### src/rtl/uart_slp_pkg.sv
package uart_slp_pkg;

  typedef enum logic [1:0] {
    ST_AWAKE  = 2'd0,
    ST_SLEEP  = 2'd1,
    ST_PSAVE  = 2'd2,
    ST_WAKING = 2'd3
  } slp_state_e;

endpackage

### src/rtl/slp_sync.sv
// Two-stage level synchronizer with a selectable reset level.
module slp_sync #(
  parameter int W       = 1,
  parameter bit RST_BIT = 1'b0
) (
  input  logic         clk,
  input  logic         rst_n,
  input  logic [W-1:0] d_i,
  output logic [W-1:0] q_o
);

  logic [W-1:0] meta_q;
  logic [W-1:0] sync_q;

  always_ff @(posedge clk or negedge rst_n) begin
    if (!rst_n) begin
      meta_q <= {W{RST_BIT}};
      sync_q <= {W{RST_BIT}};
    end else begin
      meta_q <= d_i;
      sync_q <= meta_q;
    end
  end

  assign q_o = sync_q;

endmodule

### src/rtl/slp_wake_det.sv
// Edge detection on synchronized receive and modem lines.
module slp_wake_det #(
  parameter int NCH  = 2,
  parameter int NMDM = 4
) (
  input  logic                clk,
  input  logic                rst_n,
  input  logic [NCH-1:0]      rx_s_i,
  input  logic [NCH*NMDM-1:0] mdm_s_i,
  output logic                rx_fall_o,
  output logic [NCH-1:0]      mdm_chg_o
);

  logic [NCH-1:0]      rx_prev_q;
  logic [NCH*NMDM-1:0] mdm_prev_q;
  logic [NCH-1:0]      rx_fall_vec;

  always_ff @(posedge clk or negedge rst_n) begin
    if (!rst_n) begin
      rx_prev_q  <= {NCH{1'b1}};
      mdm_prev_q <= '0;
    end else begin
      rx_prev_q  <= rx_s_i;
      mdm_prev_q <= mdm_s_i;
    end
  end

  for (genvar c = 0; c < NCH; c++) begin : g_ch
    assign rx_fall_vec[c] = rx_prev_q[c] & ~rx_s_i[c];
    assign mdm_chg_o[c]   = |(mdm_prev_q[c*NMDM +: NMDM] ^ mdm_s_i[c*NMDM +: NMDM]);
  end

  assign rx_fall_o = |rx_fall_vec;


  rx_fall_seen_chk: assert property (@(posedge clk) disable iff (!rst_n)
    rx_fall_o |=> ~&rx_prev_q);

endmodule

### src/rtl/slp_entry_qual.sv
// Combines the per-channel sleep-entry conditions and tracks unacknowledged
// modem changes until the matching status read.
module slp_entry_qual #(
  parameter int NCH  = 2,
  parameter int NMDM = 4
) (
  input  logic                clk,
  input  logic                rst_n,
  input  logic [NCH-1:0]      irq_i,
  input  logic [NCH-1:0]      dnz_i,
  input  logic [NCH-1:0]      en_i,
  input  logic [NCH*NMDM-1:0] delta_i,
  input  logic [NCH-1:0]      rx_s_i,
  input  logic [NCH-1:0]      mdm_chg_i,
  input  logic [NCH-1:0]      msr_rd_i,
  input  logic                wake_now_i,
  output logic                entry_ok_o,
  output logic                en_all_o
);

  logic [NCH-1:0] ch_ok;
  logic [NCH-1:0] pend_q;
  logic [NCH-1:0] pend_d;

  for (genvar c = 0; c < NCH; c++) begin : g_ch
    always_comb begin
      if (mdm_chg_i[c]) begin
        pend_d[c] = 1'b1;
      end else if (msr_rd_i[c]) begin
        pend_d[c] = 1'b0;
      end else begin
        pend_d[c] = pend_q[c];
      end
    end

    always_ff @(posedge clk or negedge rst_n) begin
      if (!rst_n) begin
        pend_q[c] <= 1'b0;
      end else begin
        pend_q[c] <= pend_d[c];
      end
    end

    assign ch_ok[c] = ~irq_i[c] & dnz_i[c] & en_i[c] & rx_s_i[c] & ~pend_q[c] &
                      ~|delta_i[c*NMDM +: NMDM];
  end

  assign entry_ok_o = (&ch_ok) & ~wake_now_i;
  assign en_all_o   = &en_i;


  mdm_block_chk: assert property (@(posedge clk) disable iff (!rst_n)
    (|mdm_chg_i) |=> !entry_ok_o);

endmodule

### src/rtl/slp_fsm.sv
// Sleep state machine with oscillator start-up timing.
module slp_fsm
  import uart_slp_pkg::*;
#(
  parameter int STARTUP_CYC = 64
) (
  input  logic       clk,
  input  logic       rst_n,
  input  logic       entry_ok_i,
  input  logic       en_all_i,
  input  logic       wake_async_i,
  input  logic       wake_wr_i,
  input  logic       strap_i,
  output slp_state_e state_o,
  output logic       osc_en_o,
  output logic       bus_iso_o,
  output logic       clk_valid_o
);

  localparam int CNT_W = (STARTUP_CYC > 1) ? $clog2(STARTUP_CYC) : 1;
  localparam logic [CNT_W-1:0] CNT_LAST = CNT_W'(STARTUP_CYC - 1);

  slp_state_e       state_q, state_d;
  logic [CNT_W-1:0] cnt_q, cnt_d;

  always_comb begin
    state_d = state_q;
    cnt_d   = '0;
    unique case (state_q)
      ST_AWAKE: begin
        if (entry_ok_i) begin
          state_d = strap_i ? ST_PSAVE : ST_SLEEP;
        end
      end
      ST_SLEEP: begin
        if (!en_all_i || wake_async_i || wake_wr_i) begin
          state_d = ST_WAKING;
        end else if (strap_i) begin
          state_d = ST_PSAVE;
        end
      end
      ST_PSAVE: begin
        if (!en_all_i || wake_async_i) begin
          state_d = ST_WAKING;
        end else if (!strap_i) begin
          state_d = ST_SLEEP;
        end
      end
      ST_WAKING: begin
        if (cnt_q == CNT_LAST) begin
          state_d = ST_AWAKE;
        end else begin
          cnt_d = cnt_q + 1'b1;
        end
      end
      default: state_d = ST_AWAKE;
    endcase
  end

  always_ff @(posedge clk or negedge rst_n) begin
    if (!rst_n) begin
      state_q <= ST_AWAKE;
      cnt_q   <= '0;
    end else begin
      state_q <= state_d;
      cnt_q   <= cnt_d;
    end
  end

  assign state_o     = state_q;
  assign osc_en_o    = (state_q == ST_AWAKE) || (state_q == ST_WAKING);
  assign bus_iso_o   = (state_q == ST_PSAVE);
  assign clk_valid_o = (state_q == ST_AWAKE);


  en_clear_wake_chk: assert property (@(posedge clk) disable iff (!rst_n)
    ((state_q == ST_SLEEP || state_q == ST_PSAVE) && !en_all_i) |=> state_q == ST_WAKING);


  psave_wr_ignored_chk: assert property (@(posedge clk) disable iff (!rst_n)
    (state_q == ST_PSAVE && wake_wr_i && !wake_async_i && en_all_i && strap_i)
      |=> state_q == ST_PSAVE);


  valid_after_start_chk: assert property (@(posedge clk) disable iff (!rst_n)
    $rose(clk_valid_o) |-> $past(state_q == ST_WAKING));


  iso_osc_off_chk: assert property (@(posedge clk) disable iff (!rst_n)
    bus_iso_o |-> !osc_en_o);

endmodule

### src/rtl/uart_sleep_ctrl.sv
// Top level: sleep / power-save controller for a two-channel UART.
module uart_sleep_ctrl
  import uart_slp_pkg::*;
#(
  parameter int NCH         = 2,
  parameter int NMDM        = 4,
  parameter int STARTUP_CYC = 64
) (
  input  logic                clk_aon,
  input  logic                rst_aon_n,
  input  logic [NCH-1:0]      irq_pend_i,
  input  logic [NCH-1:0]      div_nz_i,
  input  logic [NCH-1:0]      slp_en_i,
  input  logic [NCH*NMDM-1:0] msr_delta_i,
  input  logic [NCH-1:0]      rx_i,
  input  logic [NCH*NMDM-1:0] modem_i,
  input  logic [NCH-1:0]      thr_wr_i,
  input  logic [NCH-1:0]      msr_rd_i,
  input  logic                psave_strap_i,
  output logic                osc_en_o,
  output logic                bus_iso_o,
  output logic                clk_valid_o,
  output logic [1:0]          state_o
);

  logic [NCH-1:0]      rx_s;
  logic [NCH*NMDM-1:0] mdm_s;
  logic                strap_s;
  logic                rx_fall;
  logic [NCH-1:0]      mdm_chg;
  logic                wake_async;
  logic                wake_wr;
  logic                entry_ok;
  logic                en_all;
  slp_state_e          state;

  slp_sync #(.W(NCH), .RST_BIT(1'b1)) u_rx_sync (
    .clk(clk_aon), .rst_n(rst_aon_n), .d_i(rx_i), .q_o(rx_s)
  );

  slp_sync #(.W(NCH*NMDM), .RST_BIT(1'b0)) u_mdm_sync (
    .clk(clk_aon), .rst_n(rst_aon_n), .d_i(modem_i), .q_o(mdm_s)
  );

  slp_sync #(.W(1), .RST_BIT(1'b0)) u_strap_sync (
    .clk(clk_aon), .rst_n(rst_aon_n), .d_i(psave_strap_i), .q_o(strap_s)
  );

  slp_wake_det #(.NCH(NCH), .NMDM(NMDM)) u_wake (
    .clk(clk_aon), .rst_n(rst_aon_n), .rx_s_i(rx_s), .mdm_s_i(mdm_s),
    .rx_fall_o(rx_fall), .mdm_chg_o(mdm_chg)
  );

  assign wake_async = rx_fall | (|mdm_chg);
  assign wake_wr    = |thr_wr_i;

  slp_entry_qual #(.NCH(NCH), .NMDM(NMDM)) u_qual (
    .clk(clk_aon), .rst_n(rst_aon_n), .irq_i(irq_pend_i), .dnz_i(div_nz_i),
    .en_i(slp_en_i), .delta_i(msr_delta_i), .rx_s_i(rx_s), .mdm_chg_i(mdm_chg),
    .msr_rd_i(msr_rd_i), .wake_now_i(wake_async | wake_wr),
    .entry_ok_o(entry_ok), .en_all_o(en_all)
  );

  slp_fsm #(.STARTUP_CYC(STARTUP_CYC)) u_fsm (
    .clk(clk_aon), .rst_n(rst_aon_n), .entry_ok_i(entry_ok), .en_all_i(en_all),
    .wake_async_i(wake_async), .wake_wr_i(wake_wr), .strap_i(strap_s),
    .state_o(state), .osc_en_o(osc_en_o), .bus_iso_o(bus_iso_o),
    .clk_valid_o(clk_valid_o)
  );

  assign state_o = state;


  irq_hold_awake_chk: assert property (@(posedge clk_aon) disable iff (!rst_aon_n)
    (state == ST_AWAKE && |irq_pend_i) |=> state == ST_AWAKE);

endmodule

### config.mk
export PLATFORM = sky130hd
export DESIGN_NAME = uart_sleep_ctrl
export DESIGN_NICKNAME = d
export VERILOG_FILES = /design/src/rtl/uart_slp_pkg.sv /design/src/rtl/slp_sync.sv /design/src/rtl/slp_wake_det.sv /design/src/rtl/slp_entry_qual.sv /design/src/rtl/slp_fsm.sv /design/src/rtl/uart_sleep_ctrl.sv
export SDC_FILE = /design/constraint.sdc
export NUM_CORES = 1
export LEC_CHECK = 0
export BUFFER_PORTS_ARGS = -buffer_cell sky130_fd_sc_hd__buf_2
export CELL_PAD_IN_SITES_DETAIL_PLACEMENT = 1
export CELL_PAD_IN_SITES_GLOBAL_PLACEMENT = 1
export CORE_UTILIZATION = 37
export DETAILED_ROUTE_END_ITERATION = 6
export GPL_TIMING_DRIVEN = 0
export PLACE_DENSITY = 0.76
export REMOVE_ABC_BUFFERS = 1
export SYNTH_ARGS = -nofsm -noshare
export SYNTH_HDL_FRONTEND = slang
export SYNTH_SLANG_ARGS = --single-unit
### constraint.sdc
create_clock -name clk_aon -period 1.75 [get_ports clk_aon]
set_input_delay 0.175 -clock clk_aon [delete_from_list [all_inputs] [get_ports clk_aon]]
set_output_delay 0.175 -clock clk_aon [all_outputs]
set_load 0.01 [all_outputs]
# Word level (Yosys, flattened, before mapping)
# Cells that the tools add are included.
# word_totals
in_bits	31
output_inout_bits	5
ff_bits	42
elab_cells	78
# op_classes
n_eq_ne	8
reduce_logical	19
bitwise_logic	24
add_sub_neg	1
mux	14
# ops
op	count
$reduce_or A4 Y1	4
$mux W2	7
$and A1 B1 Y1	13
$mux W6	2
$pmux W2 S4	1
$reduce_or A8 Y1	1
$xor A4 B4 Y4	2
$not A1 Y1	7
$add A6 B1 Y6 const B	1
$eq A6 B6 Y1 const B	1
$ne A3 B2 Y1 const B	2
$eq A2 B2 Y1 const B	2
$mux W1	4
$ne A2 B1 Y1 const B	2
$reduce_and A2 Y1	2
$reduce_and A4 Y1	1
$reduce_bool A2 Y1	2
$reduce_or A2 Y1	2
$logic_not A1 Y1	3
$logic_or A1 B1 Y1	3
$eq A2 B1 Y1 const B	1
$logic_not A2 Y1	1
$or A1 B1 Y1	2

# Longest topological paths before layout
# depth
depth_word	10
mapped_depth	7
depth_no_buf	7

# By module
# A second synthesis with hierarchy kept.
# unflattened
hier_cells	112
hier_area_um2	1555.2
# modules_own_cells
mod	cells_each	n_inst	area_per_inst_um2	seq_area_each_um2
slp_fsm	50	1	491.7	200.2
slp_sync (u_mdm_sync)	16	1	400.4	400.4
slp_wake_det	23	1	349.1	252.7
slp_entry_qual	14	1	135.1	50.0
slp_sync (u_rx_sync)	4	1	105.1	105.1
slp_sync (u_strap_sync)	2	1	50.0	50.0
uart_sleep_ctrl	3	1	23.8	0.0

# Least setup slack after synthesis
# No wires, ideal clock.
# synth_path
kind	register -> register
startpoint	register u_fsm.state_q[1] (netlist: u_fsm.state_o[1])
endpoint	register u_fsm.state_q[0] (netlist: u_fsm.state_o[0])
required_time_ps	1622
setup_time_ps	128
stages_incl_launch_ff	8
path_buffers	0
path_slack_ps	-130
period_less_slack_ps	1880
arrival_time_ps	1752
cell_sequence	dfrtp_1 > inv_1 > ha_1 > nor4b_1 > a21oi_1 > or4_1 > o211ai_2 > mux2_1
# synth_via
elab_chain_cells	3
elab_cells_between_ends	10
classes_between	eq/ne (7); mux (1); reduce/logical (2)
# synth_rtl
item	line	text
from (decl)	slp_fsm.sv:23	slp_state_e state_q, state_d;
from (signal assigned)	slp_fsm.sv:65	state_q <= state_d;
$eq A2 B1 Y1, or another cell as far along	slp_fsm.sv:29	unique case (state_q)
$ne A3 B2 Y1 (no source line) / $ne A2 B1 Y1 (equally long branches)	n/a	
$reduce_and A4 Y1 (no source line)	n/a	
# Parallel ways exist; a longest one is shown, timed or not.
# A chain may end at the register's enable or synchronous reset.

# Worst setup path after layout
# Ends and elaborated chain as after synthesis.

==> metrics <==
DRC viols=0; GPL Wtd Cong=0.678; biggest area consumer among synthesized cells=dfrtp_1; Worst Slack Setup Final=-0.149 ns; die area=between 0.004 and 0.005 sq mm; die height=65.8 um; # port buffers=35; Rows=22; Synth Instances=around 100; fillers=394; Fmax=526 MHz; async set-reset flop share out of synthesis=1.00; Skew-Pair Late Insertion Delay=a little under 0.3 ns; Avg Inst Size Synth=14.5 sq um; DP Wirelength=2100 um; CTS tree=built; Post-synth EDFFs=0; DRT Pass-1 Iters=4; leakage power=about 0.95 nW; share of the synthesized area in the top cell type=0.599; slowest cell on the critical path=or4_1; vias per inst=4.64; synthesized flop and latch total=42; Setup crit start kind=flop; Yosys warnings=0; crit path DAT=approximately 2.1 ns; final net count=202; GR Overflow Total=0; Starting Density=0.399; clk buf depth=2; Chip Width=about 66 um; pwr dens=~850 mW/mm^2; post-layout min period=between 1.5 and 2 ns; worst vdd rail ir drop=~560 uV; RSZ-0062 raised after global routing=true; core area=between 0.003 and 0.004 sq mm; CP endpoint kind=flop; final setup violation count=2; R2R Setup Slk=-0.15 ns; Top FF cell, synth=dfrtp_1; Critical Path, Cell by Cell=inv_2, ha_4, nor4b_4, a21oi_1, or4_1, o211ai_2, mux2_4; first-pass GRT wire length=5230 um; WHS=~0.0034 ns; slowest stage delay, CP=about 0.49 ns; Total GRT Usage=0.170; final wirelength=roughly 3000 um; vias in the first global route=between 1,000 and 1,500; failing checks=setup timing; initial antenna violation count=0; Slew Limit Fails=0; Post-Synthesis Cell Area=0.00150 sq mm; Slew headroom=0.407; routed vias=between 900 and 1,000; pin count of the biggest net entering global routing=between 40 and 50; Num CTS Buffers=5; Worst Path Required=approximately 1.9 ns; routed len/inst=14.2 um; Synth area leaders=dfrtp_1 (60%), dfstp_2 (10%), xnor2_1 (5.2%); layout cells sized above 1=0.425; status=complete, but fails checks; crit path buf inv count=1; CTS Root Cell=clkbuf_8; final core utilization=0.545; Least-Margin Pin Slew=0.889 ns; clk_skew=a little over 0.008 ns; CTS sink cnt=42; Yosys cell types=28; Power, Total=approximately 1.7 mW; area delta synth->final=36.7%; CTS H-tree lvls=2; fin crit share=1.09; CP startpoint=u_fsm.state_o[1]; DRT iter0 DRCs=50; Fin. Hold Viols=0; top-level I/O count=36; reg2reg start=u_fsm.state_o[1]; number of diodes=0; # Max-Cap Violations=0; Seq/Total Area, Yosys=0.704; Crit Path Category=flop to flop; top cell family by delay on the critical path=simple AND/OR/NAND/NOR gates; crit-path max FO=2; Worst-path clk slew=roughly 0.080 ns; HP Class=primary input to asynchronous set/reset pin; Routed Antenna Nets=0; setup TNS=-0.291 ns
## Yosys cell counts, types with 2 or more instances
cell type / n
nor2_1: 3
dfrtp_1: 36
nor4_1: 2
xor2_1: 2
inv_1: 7
a21oi_1: 2
and2_1: 3
xnor2_1: 9
nand3_1: 3
dfstp_2: 6
nor4b_1: 3
nand2_1: 4
nand4_1: 3
ha_1: 5
o21ai_0: 3
## layout make-up
cell class,count,area (sq um),area share
flip-flops and latches,42,1060,0.516
clock inverters,2,13.8,0.00670
well taps,48,60.1,0.0292
inverters,7,26.3,0.0128
multi-input cells,55,470,0.229
repair buffers,55,353,0.172
clock buffers,6,72.6,0.0353
## flip-flops by register name, summed over array words and instances (netlist names)
signal	count
u_fsm.cnt_q	6
u_fsm.state_o	2
u_mdm_sync.meta_q	8
u_mdm_sync.q_o	8
u_qual.pend_q	2
u_rx_sync.meta_q	2
u_rx_sync.q_o	2
u_strap_sync.meta_q	1
u_strap_sync.q_o	1
u_wake.mdm_prev_q	8
u_wake.rx_prev_q	2
## cells in the final DEF, fill, tap and decap left out, types with 2 or more instances in the layout
| cell type | Yosys | layout |
|---|---|---|
| buf_2 | 0 | 35 |
| dfrtp_1 | 36 | 35 |
| dlygate4sd3_1 | 0 | 11 |
| buf_4 | 0 | 9 |
| xnor2_1 | 9 | 8 |
| dfstp_2 | 6 | 6 |
| inv_1 | 7 | 5 |
| clkbuf_8 | 0 | 5 |
| nand2_1 | 4 | 4 |
| nand3_1 | 3 | 3 |
| and2_1 | 3 | 3 |
| nor2_1 | 3 | 3 |
| o21ai_0 | 3 | 3 |
| nand4_1 | 3 | 3 |
| ha_1 | 5 | 3 |
| xor2_1 | 2 | 2 |
| inv_2 | 0 | 2 |
| a21oi_1 | 2 | 2 |
| nor4_1 | 2 | 2 |
| mux2_4 | 1 | 2 |
## repair_timing
| item | 4_1_cts | 5_1_grt |
|---|---|---|
| setup buffers | 8 | 1 |
| hold buffers | 11 | 0 |
| pin swaps | 5 | 0 |
| resized for setup | 12 | 1 |
| gates cloned | 0 | 0 |
| setup endpoints to repair | 2 | 2 |
| endpoints found under the hold margin | 11 | 0 |
## path summary, 6_finish.rpt
check / cells past startpoint / to
max in group asynchronous: 1 / u_fsm.state_o[0]
hold reg to reg: 0 / u_mdm_sync.q_o[4]
min in group clk_aon: 3 / u_qual.pend_q[1]
hold / removal: 1 / u_mdm_sync.meta_q[1]
setup / recovery: 7 / u_fsm.state_o[0]
setup reg to reg: 7 / u_fsm.state_o[0]
## metal layers
layer	up-vias	wire length (um)	share of wire	GRT usage
met5	-	0	0	0
met3	6	108	0.035	0.0538
met2	22	1670	0.55	0.297
li1	474	-	-	-
met4	0	55	0.018	0.0734
met1	495	1220	0.40	0.188
## per-stage QoR
step / cells / instance area, sq um / setup WS (ns)
after detailed placement: 187 / 1740 / -0.263
after floorplan: 104 / 1500 / -0.130
after global placement: 187 / 1740 / -0.173
after CTS: 214 / 2050 / -0.117
final: 215 / 2060 / -0.149
after global routing: 215 / 2060 / -0.234
## cell families after synthesis
kind of cell,synth area share
buf+inv,0.0175
xor+xnor,0.0641
compound gates,0.0557
fa+ha+maj,0.0416
simple gates,0.0998
flops,0.704
mux,0.0175
## where the power goes
| part | leakage (nW) | switching (mW) | internal (mW) |
|---|---|---|---|
| combinational | 0.413 | 0.0460 | 0.0636 |
| clock | 0.0452 | 0.313 | 0.281 |
| sequential | 0.494 | 0.0204 | 1.01 |
(Power assumes the default switching activity.)
